<file path="config.mk">
export PLATFORM = sky130hd
export DESIGN_NAME = paired_ocmp
export DESIGN_NICKNAME = d
export VERILOG_FILES = /design/src/rtl/ocmp_pkg.sv /design/src/rtl/ocmp_match.sv /design/src/rtl/ocmp_pin.sv /design/src/rtl/paired_ocmp.sv
export SDC_FILE = /design/constraint.sdc
export NUM_CORES = 1
export LEC_CHECK = 0
export BUFFER_PORTS_ARGS = -buffer_cell sky130_fd_sc_hd__buf_2
export CORE_MARGIN = 8
export CORE_UTILIZATION = 53
export CTS_CLUSTER_SIZE = 20
export DETAILED_ROUTE_END_ITERATION = 10
export PLACE_DENSITY = 0.82
export SETUP_SLACK_MARGIN = 0.1
export SYNTH_ARGS = -nofsm -noshare
export SYNTH_HDL_FRONTEND = slang
export SYNTH_SLANG_ARGS = --single-unit
</file>
<file path="constraint.sdc">
create_clock -name clk -period 5.8 [get_ports clk]
set_input_delay 1.45 -clock clk [delete_from_list [all_inputs] [get_ports clk]]
set_output_delay 1.45 -clock clk [all_outputs]
set_load 0.02 [all_outputs]
</file>
<file path="src/rtl/ocmp_pkg.sv">
package ocmp_pkg;

   typedef enum logic [1:0] {
      ADR_CMP0 = 2'd0,
      ADR_CMP1 = 2'd1,
      ADR_CTRL = 2'd2,
      ADR_NONE = 2'd3
   } ocmp_adr_e;

   localparam int CB_EN0   = 0;
   localparam int CB_EN1   = 1;
   localparam int CB_MODE  = 2;
   localparam int CB_FLG0  = 3;
   localparam int CB_FLG1  = 4;
   localparam int CB_LVL0  = 5;
   localparam int CB_LVL1  = 6;
   localparam int CTRL_W   = 7;
   localparam int N_CH     = 2;

endpackage

</file>
<file path="src/rtl/ocmp_match.sv">
module ocmp_match #(
   parameter int CNT_W = 16
) (
   input  logic             clk,
   input  logic             rst_n,
   input  logic             wr_sel,
   input  logic [CNT_W-1:0] wr_data,
   input  logic             en,
   input  logic             tick,
   input  logic [CNT_W-1:0] cnt,
   output logic [CNT_W-1:0] cmp_q,
   output logic             hit
);

   always_ff @(posedge clk or negedge rst_n) begin
      if (!rst_n)      cmp_q <= '0;
      else if (wr_sel) cmp_q <= wr_data;
   end

   assign hit = en && tick && (cnt == cmp_q);

   p_no_hit_disabled_r5: assert property (@(posedge clk) disable iff (!rst_n)
      !en |-> !hit);
   p_need_tick_r6: assert property (@(posedge clk) disable iff (!rst_n)
      !tick |-> !hit);
   p_write_next_r1: assert property (@(posedge clk) disable iff (!rst_n)
      wr_sel |=> cmp_q == $past(wr_data));

endmodule

</file>
<file path="src/rtl/ocmp_pin.sv">
module ocmp_pin #(
   parameter bit ODD = 1'b0
) (
   input  logic clk,
   input  logic rst_n,
   input  logic ld,
   input  logic ld_val,
   input  logic hit_own,
   input  logic hit_other,
   input  logic mode,
   output logic pin
);

   logic hit;

   generate
      if (ODD) begin : g_odd
         assign hit = mode ? (hit_own | hit_other) : hit_own;
      end else begin : g_even
         logic unused_ok;
         assign unused_ok = ^{hit_other, mode};
         assign hit = hit_own;
      end
   endgenerate

   always_ff @(posedge clk or negedge rst_n) begin
      if (!rst_n)   pin <= 1'b0;
      else if (ld)  pin <= ld_val;
      else if (hit) pin <= ~pin;
   end

   p_toggle_once_r4: assert property (@(posedge clk) disable iff (!rst_n)
      (!ld && (hit_own || (ODD && mode && hit_other))) |=> pin != $past(pin));
   p_quiet_r3: assert property (@(posedge clk) disable iff (!rst_n)
      (!ld && !hit_own && !(ODD && mode)) |=> $stable(pin));
   p_preset_r10: assert property (@(posedge clk) disable iff (!rst_n)
      ld |=> pin == $past(ld_val));

endmodule

</file>
<file path="src/rtl/paired_ocmp.sv">
module paired_ocmp #(
   parameter int CNT_W = 16
) (
   input  logic             clk,
   input  logic             rst_n,
   input  logic             wr_en,
   input  logic [1:0]       wr_addr,
   input  logic [CNT_W-1:0] wr_data,
   input  logic [1:0]       rd_addr,
   output logic [CNT_W-1:0] rd_data,
   input  logic             tmr_a_tick,
   input  logic [CNT_W-1:0] tmr_a_cnt,
   input  logic             tmr_b_tick,
   input  logic [CNT_W-1:0] tmr_b_cnt,
   output logic             pin_even,
   output logic             pin_odd,
   output logic             irq
);
   import ocmp_pkg::*;

   localparam int PAD_W = CNT_W - CTRL_W;

   generate
      if (CNT_W < CTRL_W) begin : g_bad_width
         $error("paired_ocmp: CNT_W must hold the control register");
      end
   endgenerate

   logic [N_CH-1:0]  en_q;
   logic             mode_q;
   logic [N_CH-1:0]  flag_q;
   logic [N_CH-1:0]  hit;
   logic [N_CH-1:0]  pin;
   logic [N_CH-1:0]  ld;
   logic [CNT_W-1:0] cmp_q [N_CH];
   logic [N_CH-1:0]  tick_v;
   logic [CNT_W-1:0] cnt_v [N_CH];
   logic             wr_ctrl;
   logic [CTRL_W-1:0] ctrl_rd;

   assign tick_v   = {tmr_b_tick, tmr_a_tick};
   assign cnt_v[0] = tmr_a_cnt;
   assign cnt_v[1] = tmr_b_cnt;
   assign wr_ctrl  = wr_en && (wr_addr == ADR_CTRL);

   generate
      for (genvar g = 0; g < N_CH; g++) begin : g_ch
         ocmp_match #(.CNT_W(CNT_W)) i_match (
            .clk    (clk),
            .rst_n  (rst_n),
            .wr_sel (wr_en && (wr_addr == 2'(g))),
            .wr_data(wr_data),
            .en     (en_q[g]),
            .tick   (tick_v[g]),
            .cnt    (cnt_v[g]),
            .cmp_q  (cmp_q[g]),
            .hit    (hit[g])
         );

         assign ld[g] = wr_ctrl && !en_q[g];

         ocmp_pin #(.ODD(g == 1)) i_pin (
            .clk      (clk),
            .rst_n    (rst_n),
            .ld       (ld[g]),
            .ld_val   (wr_data[CB_LVL0 + g]),
            .hit_own  (hit[g]),
            .hit_other(hit[1-g]),
            .mode     (mode_q),
            .pin      (pin[g])
         );

         always_ff @(posedge clk or negedge rst_n) begin
            if (!rst_n)
               flag_q[g] <= 1'b0;
            else if (hit[g])
               flag_q[g] <= 1'b1;
            else if (wr_ctrl && !wr_data[CB_FLG0 + g])
               flag_q[g] <= 1'b0;
         end

         p_flag_set_r8: assert property (@(posedge clk) disable iff (!rst_n)
            hit[g] |=> flag_q[g]);
         p_flag_hold_r8: assert property (@(posedge clk) disable iff (!rst_n)
            (flag_q[g] && !wr_ctrl) |=> flag_q[g]);
      end
   endgenerate

   always_ff @(posedge clk or negedge rst_n) begin
      if (!rst_n) begin
         en_q   <= '0;
         mode_q <= 1'b0;
      end else if (wr_ctrl) begin
         en_q   <= wr_data[CB_EN1:CB_EN0];
         mode_q <= wr_data[CB_MODE];
      end
   end

   assign ctrl_rd = {pin, flag_q, mode_q, en_q};

   always_comb begin
      unique case (ocmp_adr_e'(rd_addr))
         ADR_CMP0: rd_data = cmp_q[0];
         ADR_CMP1: rd_data = cmp_q[1];
         ADR_CTRL: rd_data = {{PAD_W{1'b0}}, ctrl_rd};
         default:  rd_data = '0;
      endcase
   end

   assign pin_even = pin[0];
   assign pin_odd  = pin[1];
   assign irq      = |flag_q;

   p_even_ignores_ch1_r2: assert property (@(posedge clk) disable iff (!rst_n)
      (!hit[0] && !ld[0]) |=> $stable(pin_even));
   p_irq_rise_r8: assert property (@(posedge clk) disable iff (!rst_n)
      $rose(irq) |-> $past(hit[0] || hit[1]));

endmodule

</file>
==> reports/results.txt <==
DRT Wirelength -> 5.34 mm
Ys Warns -> 0
Dominant cell type by area after synthesis -> dfrtp_1
Placed cell count -> 303
Yosys cell types -> 22
Cells after Synth -> 183
Largest net degree at the start of global routing -> 40
I/O pins -> 76
Die width -> 79.3 um
Vias/cell -> 5.31
WP data arrival -> 2790 ps
Synth top area cells -> dfrtp_1 (46%), mux2_2 (19%), xnor2_1 (9.9%)
Number of setup buffers added after CTS -> 0
Die ar. -> 6290 um^2
CTS resizes -> 0
Max Cap Viol -> 0
Unrepaired setup endpoints after global routing -> no
Vias in the first global route -> 1,792
Vias post-DR -> 1,651
Layout Nets -> 317
Initial cell density of the core -> 54.3%
Synthesized Nets -> 240
Total GRT Usage -> 17.5%
Status -> finished, final reports clean
Power per cell area -> 296 nW/um^2
DIE HEIGHT -> 79.3 um
Clock transition at the registers of the reported paths -> 70 ps
Post-route setup slack -> 1560 ps
Grt ovf -> 0
Post-synth top cells -> dfrtp_1 (39), mux2_2 (35), xnor2_1 (24), mux2i_1 (16), nor2_1 (11)
Mean post-synth cell area -> 11.6 um^2
Core area -> 3910 um^2
Pins over their slew limit -> 0
Synth Register Bits -> 39
R2R setup slack -> 3540 ps
First-pass GRT wire length -> 8.49 mm
Fin. Hold Viols -> 0
ANT cells -> 0
CTS buffer count -> 5
CP max FO -> 17
Clk root buf -> clkbuf_8
Minimum clock period -> 4240 ps
Routed wire length per instance -> 17.2 um
Mapped Area -> 2120 um^2
Peak supply drop -> 0.176 mV
Final period utilization -> 73.2%
CTS sink count -> 39
Fraction of layout cells with a size suffix above 1 -> 46.4%
Finished Layout Cells -> 311
Final Power -> 0.000786 W
CTS tree -> done
Clk_lat worst skew -> 280 ps
# rows -> 23
Asr flop ratio synth -> 100%
Detailed placer's ending HPWL -> 4.06 mm
Worst min-delay path category -> register to register
Worst Max-Slew Pin Slew -> 941 ps
Setup WS pre-CTS -> 1530 ps
H-tree levels -> 2
Final setup vio count -> 0
CP Data Required Time -> 4350 ps
Crit path capture type -> output pin
CTS max path bufs -> 2
Max frequency -> 236 MHz
Area share of the largest cell type after synthesis -> 46.0%
Post-route DRC violation count -> 0
Iteration count of the initial detailed-routing pass -> 4
Seq/Total Area, Yosys -> 46.0%
Synth-to-Final Area Change -> 24.9%
Main synth FF type -> dfrtp_1
Initial antenna violation count -> 0
Port Buffers -> 75
Worst Setup Start Kind -> input pin
Initial DRC Count -> 115
Cts hold-fix bufs -> 0
Top-count cell post-synth -> dfrtp_1
Antenna Nets Post-Route -> 0
Total negative slack -> 0 ps
Worst Setup Path Type -> input pin to output pin
Number of synthesized flops with an enable pin -> 0
Gpl congestion -> 0.754
Relative slew slack -> 37.1%
Worst clock skew -> 3.37 ps
P_leak -> 1.25 nW
worst paths after layout:
path / end / from / depth (start not counted)
worst max-delay path: rd_data[4] / rd_addr[0] / 5
worst min-delay path: mode_q / mode_q / 1
worst max register to register: g_ch[1].i_pin.pin / g_ch[0].i_match.cmp_q[8] / 6
worst min register to register: mode_q / mode_q / 1
max in group asynchronous: g_ch[1].i_match.cmp_q[13] / rst_n / 1
min in group asynchronous: g_ch[1].i_match.cmp_q[1] / rst_n / 1
registers in the layout, indices dropped and copies added (netlist names):
signal,flops
en_q,2
ctrl_rd,2
mode_q,1
g_ch.i_pin.pin,2
g_ch.i_match.cmp_q,32
per-stage QoR:
step / utilization, % / hold slack [ps] / cell area, um^2
2_1_floorplan: - / 482 / 2120
3_3_place_gp: 65.2 / 513 / 2550
3_5_place_dp: 65.2 / 534 / 2550
4_1_cts: 67.7 / 554 / 2650
5_1_grt: 67.7 / 569 / 2650
6_report: 67.7 / 555 / 2650
report_power, final:
part | internal [W] | switching (W) | leakage, nW
Sequential | 0.000322 | 0.0000492 | 0.466
Combinational | 0.000115 | 0.000103 | 0.735
Clock | 0.000108 | 0.0000887 | 0.0515
layer usage:
metal	up-vias	GRT usage (%)	routed length [um]
met5	-	0	0
met4	0	5.74	48
met3	4	5.87	384
met2	51	28.6	2610
met1	799	21.0	2300
li1	797	-	-
area by class of cell:
class | instances | area (um^2)
Fill cell | 326 | 1260
Multi-Input combinational cell | 137 | 1130
Sequential cell | 39 | 976
Timing Repair Buffer | 76 | 383
Clock buffer | 8 | 100
Tap cell | 50 | 62.6
Inverter | 1 | 3.75
kinds of logic after synthesis:
kind of cell,after synthesis,synth area share [%]
AO/OA/AOI/OAI,12,3.12
AND/OR/NAND/NOR,41,9.96
flip-flops,39,46.0
XOR/XNOR,33,13.6
buffers and inverters,7,1.24
multiplexers,51,26.1
layout by cell type (no fill, tap or decap), drive strengths merged, types with 3 or more instances in the layout:
cell	synthesis	final
buf	1	76
nand2	10	10
xor2	9	9
dfrtp	39	39
or4	3	3
mux2i	16	16
o21ai	10	10
nor2	11	11
xnor2	24	24
nand3	3	3
mux2	35	35
nand4	6	6
clkbuf	5	8
critical path, stage by stage:
cell,delay (ps)
buf_2,340
nor2b_1,540
nand2_1,120
o21ai_0,120
buf_2,210
Note: power is estimated with default switching activity, not from simulation.
